==> src/rtl/irq_cause_pkg.sv <==
package irq_cause_pkg;
  localparam int unsigned NUM_SRC = 12;

  typedef enum int unsigned {
    SRC_XFER_DONE  = 0,
    SRC_XFER_READY = 1,
    SRC_RD_READY   = 2,
    SRC_WR_READY   = 3,
    SRC_RD_EMPTY   = 4,
    SRC_RD_FULL    = 5,
    SRC_WR_EMPTY   = 6,
    SRC_WR_FULL    = 7,
    SRC_RD_UNDER   = 8,
    SRC_RD_OVER    = 9,
    SRC_WR_UNDER   = 10,
    SRC_WR_OVER    = 11
  } src_pos_e;
endpackage

==> src/rtl/irq_rst_sync.sv <==
module irq_rst_sync #(
  parameter int unsigned STAGES = 2
) (
  input  logic clk,
  input  logic rst_ni,
  output logic rst_no
);
  logic [STAGES-1:0] sync_q;
  logic [STAGES-1:0] sync_d;

  always_comb begin
    sync_d = {sync_q[STAGES-2:0], 1'b1};
  end

  always_ff @(posedge clk or negedge rst_ni) begin
    if (!rst_ni) sync_q <= '0;
    else         sync_q <= sync_d;
  end

  assign rst_no = sync_q[STAGES-1];
endmodule

==> src/rtl/irq_edge_det.sv <==
module irq_edge_det #(
  parameter int unsigned W = 12
) (
  input  logic         clk,
  input  logic         rst_ni,
  input  logic [W-1:0] src_i,
  output logic [W-1:0] prev_o,
  output logic [W-1:0] rise_o
);
  logic [W-1:0] prev_q;
  logic [W-1:0] prev_d;

  always_comb begin
    prev_d = src_i;
    rise_o = src_i & ~prev_q;
  end

  always_ff @(posedge clk or negedge rst_ni) begin
    if (!rst_ni) prev_q <= '0;
    else         prev_q <= prev_d;
  end

  assign prev_o = prev_q;


  rise_follows_low_chk: assert property (@(posedge clk) disable iff (!rst_ni)
    (|rise_o) |=> ((prev_q & $past(rise_o)) == $past(rise_o)));
endmodule

==> src/rtl/irq_cause_bit.sv <==
module irq_cause_bit (
  input  logic clk,
  input  logic rst_ni,
  input  logic rise_i,
  input  logic clr_i,
  output logic cause_o
);
  logic cause_q;
  logic cause_d;
  logic cause_en;

  always_comb begin
    cause_en = rise_i | clr_i;
    cause_d  = cause_q;
    if (clr_i)  cause_d = 1'b0;
    if (rise_i) cause_d = 1'b1;
  end

  always_ff @(posedge clk or negedge rst_ni) begin
    if (!rst_ni)       cause_q <= 1'b0;
    else if (cause_en) cause_q <= cause_d;
  end

  assign cause_o = cause_q;


  set_wins_chk: assert property (@(posedge clk) disable iff (!rst_ni)
    rise_i |=> cause_q);

  clear_takes_chk: assert property (@(posedge clk) disable iff (!rst_ni)
    (clr_i && !rise_i) |=> !cause_q);

  no_spurious_set_chk: assert property (@(posedge clk) disable iff (!rst_ni)
    (!cause_q && !rise_i) |=> !cause_q);
endmodule

==> src/rtl/irq_mask_reg.sv <==
module irq_mask_reg #(
  parameter int unsigned W = 12
) (
  input  logic         clk,
  input  logic         rst_ni,
  input  logic         wr_i,
  input  logic [W-1:0] data_i,
  output logic [W-1:0] mask_o
);
  logic [W-1:0] mask_q;
  logic [W-1:0] mask_d;
  logic         mask_en;

  always_comb begin
    mask_en = wr_i;
    mask_d  = data_i;
  end

  always_ff @(posedge clk or negedge rst_ni) begin
    if (!rst_ni)      mask_q <= '0;
    else if (mask_en) mask_q <= mask_d;
  end

  assign mask_o = mask_q;


  mask_hold_chk: assert property (@(posedge clk) disable iff (!rst_ni)
    !wr_i |=> $stable(mask_q));

  mask_load_chk: assert property (@(posedge clk) disable iff (!rst_ni)
    wr_i |=> (mask_q == $past(data_i)));
endmodule

==> src/rtl/irq_cause_unit.sv <==
module irq_cause_unit #(
  parameter int unsigned NSRC       = irq_cause_pkg::NUM_SRC,
  parameter int unsigned SYNC_DEPTH = 2
) (
  input  logic            clk,
  input  logic            rst_n,
  input  logic [NSRC-1:0] src_i,
  input  logic            clr_wr_i,
  input  logic [NSRC-1:0] clr_data_i,
  input  logic            mask_wr_i,
  input  logic [NSRC-1:0] mask_data_i,
  output logic [NSRC-1:0] cause_o,
  output logic [NSRC-1:0] mask_o,
  output logic [NSRC-1:0] level_o,
  output logic            irq_o
);
  logic            rst_s_n;
  logic [NSRC-1:0] rise;
  logic [NSRC-1:0] clr_vec;
  logic [NSRC-1:0] cause;
  logic [NSRC-1:0] mask;
  logic            irq_q;
  logic            irq_d;

  irq_rst_sync #(.STAGES(SYNC_DEPTH)) u_rst (
    .clk(clk), .rst_ni(rst_n), .rst_no(rst_s_n));

  irq_edge_det #(.W(NSRC)) u_edge (
    .clk(clk), .rst_ni(rst_s_n), .src_i(src_i),
    .prev_o(level_o), .rise_o(rise));

  always_comb begin
    clr_vec = clr_data_i & {NSRC{clr_wr_i}};
  end

  for (genvar g = 0; g < NSRC; g++) begin : g_cause
    irq_cause_bit u_bit (
      .clk(clk), .rst_ni(rst_s_n), .rise_i(rise[g]),
      .clr_i(clr_vec[g]), .cause_o(cause[g]));
  end

  irq_mask_reg #(.W(NSRC)) u_mask (
    .clk(clk), .rst_ni(rst_s_n), .wr_i(mask_wr_i),
    .data_i(mask_data_i), .mask_o(mask));

  always_comb begin
    irq_d = |(cause & mask);
  end

  always_ff @(posedge clk or negedge rst_s_n) begin
    if (!rst_s_n) irq_q <= 1'b0;
    else          irq_q <= irq_d;
  end

  assign cause_o = cause;
  assign mask_o  = mask;
  assign irq_o   = irq_q;


  irq_raise_chk: assert property (@(posedge clk) disable iff (!rst_s_n)
    (|(cause_o & mask_o)) |=> irq_o);

  irq_quiet_chk: assert property (@(posedge clk) disable iff (!rst_s_n)
    !(|(cause_o & mask_o)) |=> !irq_o);

  clear_all_chk: assert property (@(posedge clk) disable iff (!rst_s_n)
    (clr_wr_i && (&clr_data_i) && !(|rise)) |=> (cause_o == '0));
endmodule

==> config.mk <==
export PLATFORM = sky130hd
export DESIGN_NAME = irq_cause_unit
export DESIGN_NICKNAME = d
export VERILOG_FILES = /design/src/rtl/irq_cause_pkg.sv /design/src/rtl/irq_rst_sync.sv /design/src/rtl/irq_edge_det.sv /design/src/rtl/irq_cause_bit.sv /design/src/rtl/irq_mask_reg.sv /design/src/rtl/irq_cause_unit.sv
export SDC_FILE = /design/constraint.sdc
export NUM_CORES = 1
export LEC_CHECK = 0
export BUFFER_PORTS_ARGS = -buffer_cell sky130_fd_sc_hd__buf_2
export CELL_PAD_IN_SITES_DETAIL_PLACEMENT = 1
export CELL_PAD_IN_SITES_GLOBAL_PLACEMENT = 1
export CORE_MARGIN = 5
export CORE_UTILIZATION = 31
export CTS_BUF_LIST = sky130_fd_sc_hd__clkbuf_8
export DETAILED_ROUTE_END_ITERATION = 16
export PLACE_DENSITY_LB_ADDON = 0.1
export SYNTH_ARGS = -nofsm -noshare
export SYNTH_HDL_FRONTEND = slang
export SYNTH_SLANG_ARGS = --single-unit
==> constraint.sdc <==
create_clock -name clk -period 1.2 [get_ports clk]
set_input_delay 0.18 -clock clk [delete_from_list [all_inputs] [get_ports clk]]
set_output_delay 0.18 -clock clk [all_outputs]
set_load 0.1 [all_outputs]
==> metrics.md <==
| Metric | Value |
|---|---|
| Status | complete, no violations |
| Count of clock tree sinks | 39 |
| Floorplan die height | between 70 and 80 microns |
| CORE AREA | about 4700 sq um |
| Largest area contributor in the synthesized netlist | sky130_fd_sc_hd__dfrtp_1 |
| CTS max path bufs | 2 |
| Clock H-tree levels | 2 |
| Overall overflow remaining after global route | 0 |
| Final number of max-transition violations | 0 |
| Final Hold Fails | 0 |
| Final sum of negative setup slack | 0 ns |
| Crit-path max FO | 2 |
| Cell Count Post-Placement | 243 |
| Initial antenna violation count | 0 |
| Share of synthesized area occupied by flip-flops and latches | 65.22% |
| Number of standard cells after synthesis | about 120 |
| Layout cells sized above 1 | between 50% and 60% |
| Area growth syn-to-layout | 69.56% |
| Multiplexer share of the synthesized area | a little under a tenth |
| Required time at the endpoint of the critical path | 1.02 ns |
| Start point of the worst min-delay path | src_i[9] |
| Cell Count, Final, Fillers Out | 250 |
| Dominant cells by area after synthesis | sky130_fd_sc_hd__dfrtp_1 (65%), sky130_fd_sc_hd__mux2_2 (9.0%), sky130_fd_sc_hd__buf_4 (6.0%) |
| Wire length of the first global-routing pass | around 6.8 mm |
| Area fraction in compound gates after synthesis | approximately 8.9% |
| Width of the chip | 79.48 microns |
| Critical path arrival | about 0.99 ns |
| Area share of xor/xnor cells in the synthesized design | 0% |
| Static Leakage | about 1.2 nW |
| Master of the slowest instance on the critical path | sky130_fd_sc_hd__dfrtp_1 |
| Maximum clock rate | 0.8541 GHz |
| Worst vdd rail ir drop | between 0.6 and 0.7 mV |
| Start of the worst register-to-register path | u_mask.mask_o[5] |
| Combinational family with the most area after synthesis | buffers and inverters |
| Vias/cell | around 4.5 |
| Setup repair after global routing missed its margin | no |
| Count of antenna-violating nets left after detailed routing | 0 |
| Cell variety after synth | 13 |
| Buffers added on ports | 76 |
| Worst setup path class | register to primary output |
| Number of synthesized register bits | 39 |
| Final-stage net count | 236 |
| Length of the first detailed-routing pass in iterations | 4 |
| Critical path's largest stage delay | 0.40 ns |
| Remaining design rule violation count | 0 |
| Root buffer selected by CTS | sky130_fd_sc_hd__clkbuf_8 |
| Post-detailed-placement half-perimeter wirelength | between 3 and 4 mm |
| Critical path startpoint | g_cause[5].u_bit.cause_o |
| Final setup fails | 0 |
| Total I/O pin count | 77 |
| Pin count of the biggest net entering global routing | 20 |
| Startpoint kind of the worst setup timing path | register |
| Synth Area in Simple Gates | between 6 and 7% |
| Synthesized net count | roughly 160 |
| Cell-by-cell listing of the critical path | buf_4 -> buf_12 |
| Buffers inserted during post-CTS setup optimization | 0 |
| Starting density of the core | a little under a third |
| Post-synthesis cell area | roughly 1500 sq um |
| Via count of the first global-routing pass | between 1000 and 1500 |
| Rows | 25 |
| Count of maximum capacitance violations | 0 |
| CTS tree | yes |
| Global placer's final weighted congestion | a little under 0.7 |
| Total global-route track usage | 13.76% |
| Adder and majority gate portion of the synthesized area | 0% |
| Via total after detailed routing | ~1100 |
| Sort of element at the end of the critical path | primary output |
| Design Power | about 3.9 mW |
| Layout Skew | between 0.004 and 0.005 ns |
| Detailed Route WL | about 4.0 mm |
| Total of warnings raised by yosys | 0 |
| Diodes inserted | 0 |
| Die Outline Area | 6317 sq um |
| Syn avg cell area | 12.37 sq um |
| Final routed wire length divided by cell count | 15.95 microns |
| Final period utilization | a little over nine tenths |
| Min cycle time layout | 1.171 ns |
| Number of DRC markers in iteration 0 | 22 |
| Clock latency on the worst-skew pair | 0.28 ns |
| Type of the worst min-delay path | primary input to register |
| Power density relative to cell area | 1556 nW/um^2 |
| Yosys top cell area share | between 60% and 70% |
| Clock transition at the registers of the reported paths | around 0.070 ns |
| CTS buffer count | 5 |
## through the flow
step / hold WS (ns) / setup slack (ns) / instance area (sq um) / util, %
6_report: 0.01862 / 0.02920 / 2537 / 54.08
5_1_grt: 0.01052 / 0.00006029 / 2537 / 54.08
4_1_cts: 0.005809 / 0.01391 / 2534 / 54.00
3_3_place_gp: -0.03449 / 0.1145 / 2455 / 52.32
2_1_floorplan: -0.1156 / -0.05424 / 1515 / -
3_5_place_dp: -0.03152 / 0.09056 / 2455 / 52.32
## synthesized netlist by cell type
| cell type | instances |
|---|---|
| sky130_fd_sc_hd__o21ai_0 | 12 |
| sky130_fd_sc_hd__a22o_2 | 1 |
| sky130_fd_sc_hd__clkbuf_8 | 1 |
| sky130_fd_sc_hd__nand2_1 | 24 |
| sky130_fd_sc_hd__dfrtp_1 | 39 |
| sky130_fd_sc_hd__inv_1 | 12 |
| sky130_fd_sc_hd__buf_4 | 12 |
| sky130_fd_sc_hd__mux2_2 | 12 |
| sky130_fd_sc_hd__nand3_1 | 1 |
| sky130_fd_sc_hd__buf_2 | 1 |
| sky130_fd_sc_hd__a221oi_2 | 3 |
| sky130_fd_sc_hd__conb_1 | 1 |
| sky130_fd_sc_hd__a22o_1 | 2 |
## layout make-up
class                      instances  area, sq um
clock inverter                     2        7.507
tap                               54        67.56
inverter                          12        45.04
sequential                        39        994.7
multi-input combinational         56        366.6
clock buffer                       5        68.82
fill                             488         2155
timing repair buffer              82        987.2
## flip-flops by register name, summed over array words and instances (netlist names)
register / cells
u_mask.mask_o: 12
u_edge.prev_o: 12
g_cause.u_bit.cause_o: 12
irq_o: 1
u_rst.sync_q: 2
## critical path: cells and delay by family, from the launching register on
| family | cells | cell delay [ns] |
|---|---|---|
| buffers and inverters | 2 | 0.31 |
| DFF | 1 | 0.40 |
## power by group
part / switching, mW / internal, mW / leakage, nW
combinational: 1.00 / 0.572 / 0.752
clock: 0.408 / 0.383 / 0.0466
sequential: 0.144 / 1.44 / 0.435
## final timing paths
path                                    endpoint  slack [ns]  depth (start not counted)
min in group asynchronous        u_rst.sync_q[0]        0.21                          2
worst max register to register             irq_o        0.06                          3
max in group asynchronous       u_mask.mask_o[1]        0.75                          1
worst max-delay path                  cause_o[5]        0.03                          2
worst min register to register  u_mask.mask_o[5]        0.23                          1
worst min-delay path            u_edge.prev_o[9]        0.02                          1
## cells by family after synthesis
logic type      count (synthesis)
buf+inv                        26
compound gates                 18
flops                          39
mux                            12
other cells                     1
simple gates                   25
## layer usage
layer | vias up | global-route usage [%] | share of wire [%]
met3 | 5 | 5.305 | 9.0
met2 | 46 | 24.87 | 54
met5 | - | 0 | 0
met4 | 0 | 4.124 | 1.1
li1 | 528 | - | -
met1 | 555 | 14.67 | 36
## timing repair
action | in CTS | in global routing
resized for setup | 0 | 1
hold buffers | 1 | 0
endpoints found under the hold margin | 2 | 0
gates cloned | 0 | 0
setup endpoints to repair | 1 | 1
## cell usage in the layout, fill, tap and decap left out, drive strengths merged
master / n
mux2: 12
conb: 1
buf: 81
inv: 14
nand3: 1
o21ai: 12
clkbuf: 5
a221oi: 3
dlygate4sd3: 1
a22o: 3
nand2: 24
dfrtp: 39
(Power assumes the default switching activity.)
